## src/rtl/rxq_pkg.sv

```systemverilog
package rxq_pkg;

    // Status bit positions inside the 16-bit descriptor status field
    localparam int FLG_EMPTY = 15;
    localparam int FLG_WRAP  = 13;
    localparam int FLG_LAST  = 11;
    localparam int FLG_LONG  = 5;
    localparam int FLG_TRUNC = 0;

    localparam int WORD_BYTES = 4;
    localparam int DESC_BYTES = 8;
    localparam logic [31:0] CRC_POLY_REFL = 32'hEDB8_8320;

    typedef enum logic [2:0] {
        ST_IDLE,
        ST_RD_FLAGS,
        ST_RD_PTR,
        ST_FILL,
        ST_WR_DATA,
        ST_WR_DESC,
        ST_DROP,
        ST_CHK
    } rxq_state_e;

    typedef struct packed {
        logic [15:0] status;
        logic [15:0] count;
    } desc_head_t;

    // One byte of reflected CRC-32
    function automatic logic [31:0] crc_step(input logic [31:0] c, input logic [7:0] d);
        logic [31:0] r;
        r = c ^ {24'd0, d};
        for (int k = 0; k < 8; k++) begin
            r = r[0] ? ((r >> 1) ^ CRC_POLY_REFL) : (r >> 1);
        end
        return r;
    endfunction

endpackage

```

## src/rtl/rxq_crc_unit.sv

```systemverilog
module rxq_crc_unit
    import rxq_pkg::*;
(
    input  logic        clk,
    input  logic        rst,
    input  logic        clr,
    input  logic        en,
    input  logic [7:0]  din,
    output logic [31:0] fcs
);
    logic [31:0] crc_q;

    always_ff @(posedge clk) begin
        if (rst || clr) begin
            crc_q <= '1;
        end else if (en) begin
            crc_q <= crc_step(crc_q, din);
        end
    end

    assign fcs = ~crc_q;
endmodule

```

## src/rtl/rxq_word_packer.sv

```systemverilog
module rxq_word_packer #(
    parameter int LANES = 4,
    localparam int LW   = $clog2(LANES)
) (
    input  logic               clk,
    input  logic               rst,
    input  logic               clr,
    input  logic               put,
    input  logic [LW-1:0]      lane,
    input  logic [7:0]         din,
    output logic [8*LANES-1:0] word,
    output logic [LANES-1:0]   be
);
    logic [7:0] byte_q [LANES];
    logic       used_q [LANES];

    for (genvar g = 0; g < LANES; g++) begin : g_lane
        always_ff @(posedge clk) begin
            if (rst || clr) begin
                byte_q[g] <= '0;
                used_q[g] <= 1'b0;
            end else if (put && (lane == LW'(g))) begin
                byte_q[g] <= din;
                used_q[g] <= 1'b1;
            end
        end
        assign word[8*g +: 8] = byte_q[g];
        assign be[g]          = used_q[g];
    end

    // a lane is written only once between flushes
    AST_LANE_ONCE: assert property (@(posedge clk) disable iff (rst)
        (put && !clr) |-> (be[lane] == 1'b0));
endmodule

```

## src/rtl/rxq_ring_engine.sv

```systemverilog
module rxq_ring_engine
    import rxq_pkg::*;
#(
    parameter int AW          = 32,
    parameter int FRAME_LIMIT = 2032,
    localparam int CNT_W      = $clog2(FRAME_LIMIT + 1),
    localparam int PAY_MAX    = FRAME_LIMIT - 4
) (
    input  logic          clk,
    input  logic          rst,
    input  logic          ctl_enable,
    input  logic          rx_activate,
    input  logic [AW-1:0] ring_base,
    input  logic [6:0]    buf_units,
    input  logic [15:0]   max_frame_len,
    input  logic [7:0]    s_tdata,
    input  logic          s_tvalid,
    input  logic          s_tlast,
    output logic          s_tready,
    output logic          mem_req,
    output logic          mem_we,
    output logic [AW-1:0] mem_addr,
    output logic [3:0]    mem_be,
    output logic [31:0]   mem_wdata,
    input  logic          mem_ack,
    input  logic [31:0]   mem_rdata,
    output logic          rx_active,
    output logic          evt_rxb,
    output logic          evt_rxf
);
    rxq_state_e    st;
    logic [AW-1:0] cur_desc;
    logic [AW-1:0] wr_ptr;
    logic [15:0]   hdr_status;
    logic [CNT_W-1:0] buf_cnt, frame_cnt, pay_cnt, buf_cap;
    logic          crc_phase;
    logic [1:0]    crc_idx;
    logic          trunc;
    logic          frame_done;

    logic [31:0]   fcs;
    logic [31:0]   pk_word;
    logic [3:0]    pk_be;
    logic          byte_ok, skip, store, last_byte, flush, pk_clr;
    logic [7:0]    cur_byte;
    logic          long_err;
    desc_head_t    head_out;

    // byte source: payload first, then the four check bytes
    assign buf_cap   = (buf_units == 7'd0) ? CNT_W'(16) : CNT_W'({buf_units, 4'b0000});
    assign cur_byte  = crc_phase ? fcs[8*crc_idx +: 8] : s_tdata;
    assign byte_ok   = (st == ST_FILL) && (crc_phase || s_tvalid);
    assign skip      = !crc_phase && (pay_cnt == CNT_W'(PAY_MAX));
    assign store     = byte_ok && !skip;
    assign last_byte = crc_phase && (crc_idx == 2'd3);
    assign flush     = (buf_cnt[1:0] == 2'd3) || (buf_cnt + CNT_W'(1) == buf_cap) || last_byte;
    assign s_tready  = ((st == ST_FILL) || (st == ST_DROP)) && !crc_phase;
    assign pk_clr    = (st == ST_WR_DATA) && mem_ack;

    assign long_err = trunc || (16'(frame_cnt) > max_frame_len);

    always_comb begin
        head_out.status = hdr_status & ~(16'd1 << FLG_EMPTY);
        if (frame_done) begin
            head_out.status[FLG_LAST] = 1'b1;
            if (trunc)    head_out.status[FLG_TRUNC] = 1'b1;
            if (long_err) head_out.status[FLG_LONG]  = 1'b1;
        end
        head_out.count = 16'(buf_cnt);
    end

    rxq_crc_unit u_crc (
        .clk (clk),
        .rst (rst),
        .clr (st == ST_IDLE),
        .en  (s_tvalid && s_tready),
        .din (s_tdata),
        .fcs (fcs)
    );

    rxq_word_packer #(.LANES(WORD_BYTES)) u_pack (
        .clk  (clk),
        .rst  (rst),
        .clr  (pk_clr),
        .put  (store),
        .lane (buf_cnt[1:0]),
        .din  (cur_byte),
        .word (pk_word),
        .be   (pk_be)
    );

    // memory request mux
    always_comb begin
        mem_req   = 1'b0;
        mem_we    = 1'b0;
        mem_addr  = cur_desc;
        mem_be    = 4'hF;
        mem_wdata = '0;
        unique case (st)
            ST_RD_FLAGS, ST_CHK: mem_req = 1'b1;
            ST_RD_PTR: begin
                mem_req  = 1'b1;
                mem_addr = cur_desc + AW'(WORD_BYTES);
            end
            ST_WR_DATA: begin
                mem_req   = 1'b1;
                mem_we    = 1'b1;
                mem_addr  = wr_ptr;
                mem_be    = pk_be;
                mem_wdata = pk_word;
            end
            ST_WR_DESC: begin
                mem_req   = 1'b1;
                mem_we    = 1'b1;
                mem_wdata = head_out;
            end
            default: ;
        endcase
    end

    always_ff @(posedge clk) begin
        if (rst) begin
            st         <= ST_IDLE;
            cur_desc   <= '0;
            wr_ptr     <= '0;
            hdr_status <= '0;
            buf_cnt    <= '0;
            frame_cnt  <= '0;
            pay_cnt    <= '0;
            crc_phase  <= 1'b0;
            crc_idx    <= '0;
            trunc      <= 1'b0;
            frame_done <= 1'b0;
            rx_active  <= 1'b0;
            evt_rxb    <= 1'b0;
            evt_rxf    <= 1'b0;
        end else begin
            evt_rxb <= 1'b0;
            evt_rxf <= 1'b0;
            if (!ctl_enable) rx_active <= 1'b0;
            unique case (st)
                ST_IDLE: begin
                    if (!ctl_enable) begin
                        cur_desc <= ring_base;
                    end else if (rx_active && s_tvalid) begin
                        st         <= ST_RD_FLAGS;
                        buf_cnt    <= '0;
                        frame_cnt  <= '0;
                        pay_cnt    <= '0;
                        crc_phase  <= 1'b0;
                        crc_idx    <= '0;
                        trunc      <= 1'b0;
                        frame_done <= 1'b0;
                    end else if (rx_activate && !rx_active) begin
                        st <= ST_CHK;
                    end
                end
                ST_RD_FLAGS: if (mem_ack) begin
                    hdr_status <= mem_rdata[31:16];
                    st <= mem_rdata[16 + FLG_EMPTY] ? ST_RD_PTR : ST_DROP;
                end
                ST_RD_PTR: if (mem_ack) begin
                    wr_ptr  <= mem_rdata[AW-1:0] & ~AW'(WORD_BYTES - 1);
                    buf_cnt <= '0;
                    st      <= ST_FILL;
                end
                ST_FILL: if (byte_ok) begin
                    if (!crc_phase && s_tlast) begin
                        crc_phase <= 1'b1;
                        crc_idx   <= '0;
                    end
                    if (skip) trunc <= 1'b1;
                    if (store) begin
                        buf_cnt   <= buf_cnt + CNT_W'(1);
                        frame_cnt <= frame_cnt + CNT_W'(1);
                        if (!crc_phase) pay_cnt <= pay_cnt + CNT_W'(1);
                        else            crc_idx <= crc_idx + 2'd1;
                        if (flush) begin
                            st         <= ST_WR_DATA;
                            frame_done <= last_byte;
                        end
                    end
                end
                ST_WR_DATA: if (mem_ack) begin
                    wr_ptr <= wr_ptr + AW'(WORD_BYTES);
                    st <= (frame_done || buf_cnt == buf_cap) ? ST_WR_DESC : ST_FILL;
                end
                ST_WR_DESC: if (mem_ack) begin
                    evt_rxf  <= frame_done;
                    evt_rxb  <= !frame_done;
                    cur_desc <= hdr_status[FLG_WRAP] ? ring_base : cur_desc + AW'(DESC_BYTES);
                    buf_cnt  <= '0;
                    st       <= frame_done ? ST_CHK : ST_RD_FLAGS;
                end
                ST_DROP: if (crc_phase || (s_tvalid && s_tlast)) begin
                    st <= ST_CHK;
                end
                ST_CHK: if (mem_ack) begin
                    if (ctl_enable) rx_active <= mem_rdata[16 + FLG_EMPTY];
                    st <= ST_IDLE;
                end
                default: st <= ST_IDLE;
            endcase
        end
    end

    AST_BUF_CAP: assert property (@(posedge clk) disable iff (rst)
        buf_cnt <= buf_cap);
    AST_FRAME_CAP: assert property (@(posedge clk) disable iff (rst)
        frame_cnt <= CNT_W'(FRAME_LIMIT));
    AST_EVT_EXCL: assert property (@(posedge clk) disable iff (rst)
        !(evt_rxb && evt_rxf));
    AST_DISABLE_DROPS: assert property (@(posedge clk) disable iff (rst)
        !ctl_enable |=> !rx_active);
    AST_IDLE_QUIET: assert property (@(posedge clk) disable iff (rst)
        (st == ST_IDLE) |-> !s_tready);
    AST_WRAP_RETURN: assert property (@(posedge clk) disable iff (rst)
        (st == ST_WR_DESC && mem_ack && hdr_status[FLG_WRAP]) |=> (cur_desc == $past(ring_base)));
    AST_REQ_HOLD: assert property (@(posedge clk) disable iff (rst)
        (mem_req && !mem_ack) |=> (mem_req && $stable(mem_addr) && $stable(mem_we) && $stable(mem_be) && $stable(mem_wdata)));
endmodule

```

## config.mk

```make
export PLATFORM = sky130hd
export DESIGN_NAME = rxq_ring_engine
export DESIGN_NICKNAME = d
export VERILOG_FILES = /design/src/rtl/rxq_pkg.sv /design/src/rtl/rxq_crc_unit.sv /design/src/rtl/rxq_word_packer.sv /design/src/rtl/rxq_ring_engine.sv
export SDC_FILE = /design/constraint.sdc
export NUM_CORES = 1
export LEC_CHECK = 0
export BUFFER_PORTS_ARGS = -buffer_cell sky130_fd_sc_hd__buf_2
export CORE_UTILIZATION = 62
export CTS_CLUSTER_DIAMETER = 150
export DETAILED_ROUTE_END_ITERATION = 12
export GPL_ROUTABILITY_DRIVEN = 0
export PLACE_DENSITY = 0.86
export SLEW_MARGIN = 0
export SYNTH_ARGS = -nofsm -noshare
export SYNTH_HDL_FRONTEND = slang
export SYNTH_SLANG_ARGS = --single-unit
```

## constraint.sdc

```tcl
create_clock -name clk -period 6.3 [get_ports clk]
set_input_delay 1.26 -clock clk [delete_from_list [all_inputs] [get_ports clk]]
set_output_delay 1.26 -clock clk [all_outputs]
set_load 0.01 [all_outputs]
```

==> results of run 1 <==
sequential cells by signal, indices dropped and copies added (netlist names), 2 cells and up:
register,flops
buf_cnt,11
crc_idx,2
cur_desc,32
frame_cnt,11
hdr_status,15
pay_cnt,11
st,3
u_crc.crc_q,32
u_pack.byte_q,32
u_pack.used_q,4
wr_ptr,30
synth_stat cells, types with 7 or more instances:
cell	number
edfxtp_1	35
a21o_1	11
a221o_1	8
nand2_1	198
nor2_1	165
o211ai_1	46
xnor2_1	74
mux2i_1	27
o311ai_0	15
a22oi_1	18
nor3_1	42
inv_1	34
xor2_1	29
dfxtp_1	154
o31ai_1	14
and4_1	10
or3_1	14
nand4_1	25
o21ai_0	68
a211oi_1	23
nand3_1	52
a21oi_1	108
buf_2	7
clkbuf_1	92
and2_1	14
and3_1	17
nor4_1	23
ha_1	22
nand2b_1	7
o22ai_1	15
mux4_2	8
area by class of cell:
class                           instances  area, µm²  share of cell area, %
Tap cell                              229        287                   2.22
Clock inverter                         15        125                  0.968
Antenna cell                            4       10.0                 0.0774
Inverter                               36        135                   1.04
Clock buffer                           17        425                   3.29
Multi-Input combinational cell       1124       6830                   52.8
Sequential cell                       189       4140                   32.0
Timing Repair Buffer                  189        986                   7.62
power breakdown:
part	internal, W	switching, W
sequential	0.00140	0.000237
combinational	0.000647	0.00111
clock	0.000518	0.000514
cell families (layout without fill, tap and decap cells):
| kind of cell | Yosys count | after routing |
|---|---|---|
| simple gates | 595 | 595 |
| flops | 189 | 189 |
| fa+ha+maj | 22 | 22 |
| xor+xnor | 105 | 105 |
| buf+inv | 141 | 257 |
| mux | 36 | 36 |
| other cells | 0 | 4 |
| compound gates | 366 | 366 |
critical path, cell delays in order (launching register included):
cell	delay, ns
dfxtp_1	0.72
nand2b_1	0.19
inv_2	0.31
nand2_1	0.39
buf_4	0.41
nand2_1	0.33
o21ai_0	0.17
a221o_1	0.34
buf_2	0.15
stage by stage:
stage / utilization (%) / worst slack (ns) / hold WS [ns] / std cells
6_report: 71.7 / 1.58 / 0.461 / 1803
5_1_grt: 71.7 / 1.39 / 0.478 / 1800
4_1_cts: 71.7 / 1.71 / 0.460 / 1799
3_5_place_dp: 68.6 / 2.09 / 0.451 / 1767
3_3_place_gp: 68.6 / 2.09 / 0.442 / 1767
2_1_floorplan: - / 2.34 / 0.431 / 1454
how the worst min path moves through the flow:
| stage | endpoint | cells past startpoint |
|---|---|---|
| after floorplan | u_pack.used_q[2] | 2 |
| after global placement | hdr_status[11] | 2 |
| after detailed placement | hdr_status[11] | 2 |
| after CTS | hdr_status[11] | 2 |
| after global routing | hdr_status[12] | 2 |
| final | hdr_status[11] | 2 |
per-layer routing:
layer  vias to the layer above  share of wire (%)  GRT usage (%)
met5                         -              0.078              0
met1                      5387                 40           46.7
met2                       730                 46           53.1
li1                       5445                  -              -
met3                        98                 11           6.23
met4                         4                3.3           14.0
==> run metrics, run 1 <==
worst-path fanout max 35; startpoint of the worst hold path hdr_status[11]; total design power 0.00443 W; Compound-Gate Fraction of Synth Area between 20% and 30%; maxcap violations 0; Leakage 4.97 nW; ranking of synthesized cells by area dfxtp_1 (27%), edfxtp_1 (9.2%), nand2_1 (6.5%); Adder-Cell Fraction of Synth Area 2.40%; clock skew approximately 0.017 ns; Clk Latency, worst-skew pair 0.44 ns; Tightest Hold Check Type flop to flop; CP required 5.04 ns; worst r2r dst u_pack.byte_q[1][9]; Post-Synth XOR/XNOR Area around 8%; largest net degree at the start of global routing 82; wire length of the first global-routing pass around 53,000 µm; cells after synthesis 1,454; main flop type after synthesis dfxtp_1; WL final 33,500 µm; DRT iter0 DRCs 1,536; pwr dens 342 nW/µm²; final net count 1,681; Seq cells post-synth 189; area delta synth->final 12.7%; Post-synth ARST share 0%; input/output buffers ~170; fmax 212 MHz; number of CTS-inserted buffers 17; R2R cell count 8; Core Area 18,000 µm²; Synth cell types 66; Post-synth EDFFs 35; post-route ant nets 0; die footprint 19,100 µm²; Crit. End Element output pin; Seq/Total Area, Yosys 36.0%; via count 11,700; Setup TNS Final 0 ns; post-synthesis mux area share 4.02%; Post-Syn Area per Cell slightly below 8 µm²; Synth Area in Simple Gates 24.1%; die height 138 µm; vias in the first global route 10,200; Clock Pin Slew Worst Setup and Hold Paths around 0.070 ns; CTS tree yes; Worst Path Arrival 3.46 ns; routed len/inst 18.6 µm; initial antenna violation count 5; Final Cycle Share between 70% and 80%; Yosys top cell area share 26.9%; Synth area leader dfxtp_1; RR Startpoint st[2]; grt ovf 0; status finished clean; most frequent cells in the layout nand2_1 (198), buf_2 (173), nor2_1 (164); critical path class flop to output pin; Fillers 1,396; CTS max path bufs 2; min Tclk post-route 4.72 ns; clock root buffer clkbuf_16; HPWL Detailed 23,300 µm; maximum VDD drop 230 µV; Total GRT Usage around a third; largest family of logic cells by synthesized area simple AND/OR/NAND/NOR gates; dpl cell area approximately 12,000 µm²; Final Hold Viols 0; Worst Setup SP st[2]; cts hold-fix bufs 0; fraction of final layout cells sized beyond drive strength 1 ~16%; Setup-failing EPs final 0; H-tree lvl count 4; reg2reg setup slack 2.76 ns; via/cell ratio around 6.5; DR DRC count 0; cts repair resizes 0; IO Count approximately 180; crit start category flop; Post-Syn Nets 1,578; RSZ-0062 raised after global routing false; Post-Syn Area ~11,000 µm²; most common cell after layout, fill and taps aside nand2_1; YS warnings 0; Rel. slew slack 17.7%; post-route cell area between 10,000 and 15,000 µm²; Setup Fix Bufs, Post-CTS 0; DIE WIDTH roughly 140 µm; clk sinks 189; drt pass-1 iters 7; Initial Util around 64%; Worst-Margin Slew 1.23 ns; CP endpoint mem_addr[30]; Cell Rows 49; Pins Over Slew Limit 0
Note: power is estimated with default switching activity, not from simulation.
==> run 2, diff against run 1 <==
- CORE_UTILIZATION: 62 -> 58
- PLACE_DENSITY: 0.86 -> 0.81
- clock period: 6.3 -> 4.8 ns (I/O delays scaled with it)
==> run 2 against run 1 <==
Clock power grew 32%. Hold slack improved by 0.0018 ns. Clock skew is 0.0086 ns lower. Worst setup slack worse by 1.2 ns. Sequential share of layout area down 0.21 points. Critical path depth rose by 1. Combinational power grew 33%. Critical path type unchanged. Largest cell class unchanged. Highest routed layer unchanged.
==> run metrics, run 2 (synthesis results as in run 1) <==
worst-path fanout max 31; DR DRC count 0; Crit. End Element output pin; Setup-failing EPs final 0; post-route cell area 13,000 µm²; die height around 140 µm; R2R cell count 9; cts repair resizes 0; CTS max path bufs 2; wire length of the first global-routing pass roughly 53,000 µm; Clock Pin Slew Worst Setup and Hold Paths 0.07 ns; drt pass-1 iters 5; HPWL Detailed between 20,000 and 25,000 µm; Core Area 19,400 µm²; number of CTS-inserted buffers 17; most common cell after layout, fill and taps aside nand2_1; Cell Count, Final, Fillers Out approximately 1,800; vias in the first global route 10,300; maxcap violations 0; grt ovf 0; Hold Path Cell Cnt 2; crit start category flop; post-route ant nets 0; most frequent cells in the layout nand2_1 (198), buf_2 (173), nor2_1 (164); clock skew slightly below 0.009 ns; met2 GRT Util 53.0%; Placed Cells incl. Taps 1,809; post-place setup slack roughly 0.9 ns; area delta synth->final 13.4%; Leakage around 5 nW; initial antenna violation count 5; H-tree lvl count 4; Setup TNS Final 0 ns; Cell Rows 51; final worst slack roughly 0.35 ns; via/cell ratio 6.19; fmax 224 MHz; Initial Util 59.2%; RSZ-0062 raised after global routing false; Pins Over Slew Limit 0; CTS tree yes; final net count 1,687; Rel. slew slack about a quarter; largest net degree at the start of global routing between 80 and 90; Total GRT Usage 33.3%; clock root buffer clkbuf_16; cts hold-fix bufs 0; global route hottest layer met2; DIE WIDTH 143 µm; clk sinks approximately 190; Final Cycle Share around 93%; Top Registers cur_desc x32, u_crc.crc_q x32, u_pack.byte_q x32; routed len/inst 18.1 µm; Worst Path Arrival about 3.5 ns; met1 Track Usage GR 43.6%; via count between 10,000 and 15,000; critical path class flop to output pin; CP required roughly 3.8 ns; DRT iter0 DRCs 1,131; die footprint 20,400 µm²; status finished clean; Clk Latency, worst-skew pair ~0.44 ns; input/output buffers 173; WL final 33,400 µm; met3 usage 6.74%; Worst-Margin Slew around 1.1 ns; IO Count 176; total design power 0.00582 W; Tightest Hold Check Type flop to flop; Setup Fix Bufs, Post-CTS 0; pwr dens 447 nW/µm²; min Tclk post-route 4.45 ns; maximum VDD drop 371 µV; Final Hold Viols 0; dpl cell area around 12,000 µm²; fraction of final layout cells sized beyond drive strength 1 16.1%
-- run 2: cell types whose count changed in the layout (fill, tap and decap cells not counted), moves of 2 or more --
cell	before	now
buf_4	16	22
inv_6	5	2
inv_8	3	0
clkbuf_1	0	2
clkinv_4	1	3
clkinvlp_2	0	2
-- run 2: layout make-up --
class	instances	area [µm²]
antenna	3	7.51
sequential	189	4140
fill	1668	6380
clock inverter	13	118
inverter	36	135
timing repair buffer	195	1030
tap	265	332
multi-input combinational	1124	6830
clock buffer	19	433
-- run 2: where the power goes --
group | switching, W | internal, W
Sequential | 0.000288 | 0.00184
Clock | 0.000649 | 0.000716
Combinational | 0.00147 | 0.000865
Total | 0.00241 | 0.00342
-- run 2: stage by stage --
| step | hold slack, ns | util, % |
|---|---|---|
| 2_1_floorplan | 0.431 | - |
| 3_3_place_gp | 0.445 | 64.2 |
| 3_5_place_dp | 0.454 | 64.2 |
| 4_1_cts | 0.463 | 67.1 |
| 5_1_grt | 0.475 | 67.1 |
| 6_report | 0.463 | 67.1 |
-- run 2: critical path, stage by stage (launching register included) --
cell,delay (ns)
dfxtp_1,0.75
nand2b_1,0.19
buf_4,0.33
inv_2,0.22
nand2_1,0.60
nand2_1,0.40
nand2_1,0.14
nand2_1,0.05
o311ai_0,0.13
buf_2,0.22
-- run 2: final timing paths --
path | from | endpoint | slack [ns]
worst max-delay path | st[1] | mem_addr[16] | 0.35
worst min register to register | hdr_status[11] | hdr_status[11] | 0.46
worst min-delay path | hdr_status[11] | hdr_status[11] | 0.46
worst max register to register | st[1] | wr_ptr[17] | 1.55
-- run 2: routing by layer --
metal | routed length (µm) | part of all wire (%) | vias up
li1 | - | - | 5466
met4 | 1240 | 3.7 | 4
met3 | 2980 | 8.9 | 91
met5 | 22 | 0.066 | -
met1 | 14000 | 42 | 5292
met2 | 15200 | 45 | 569
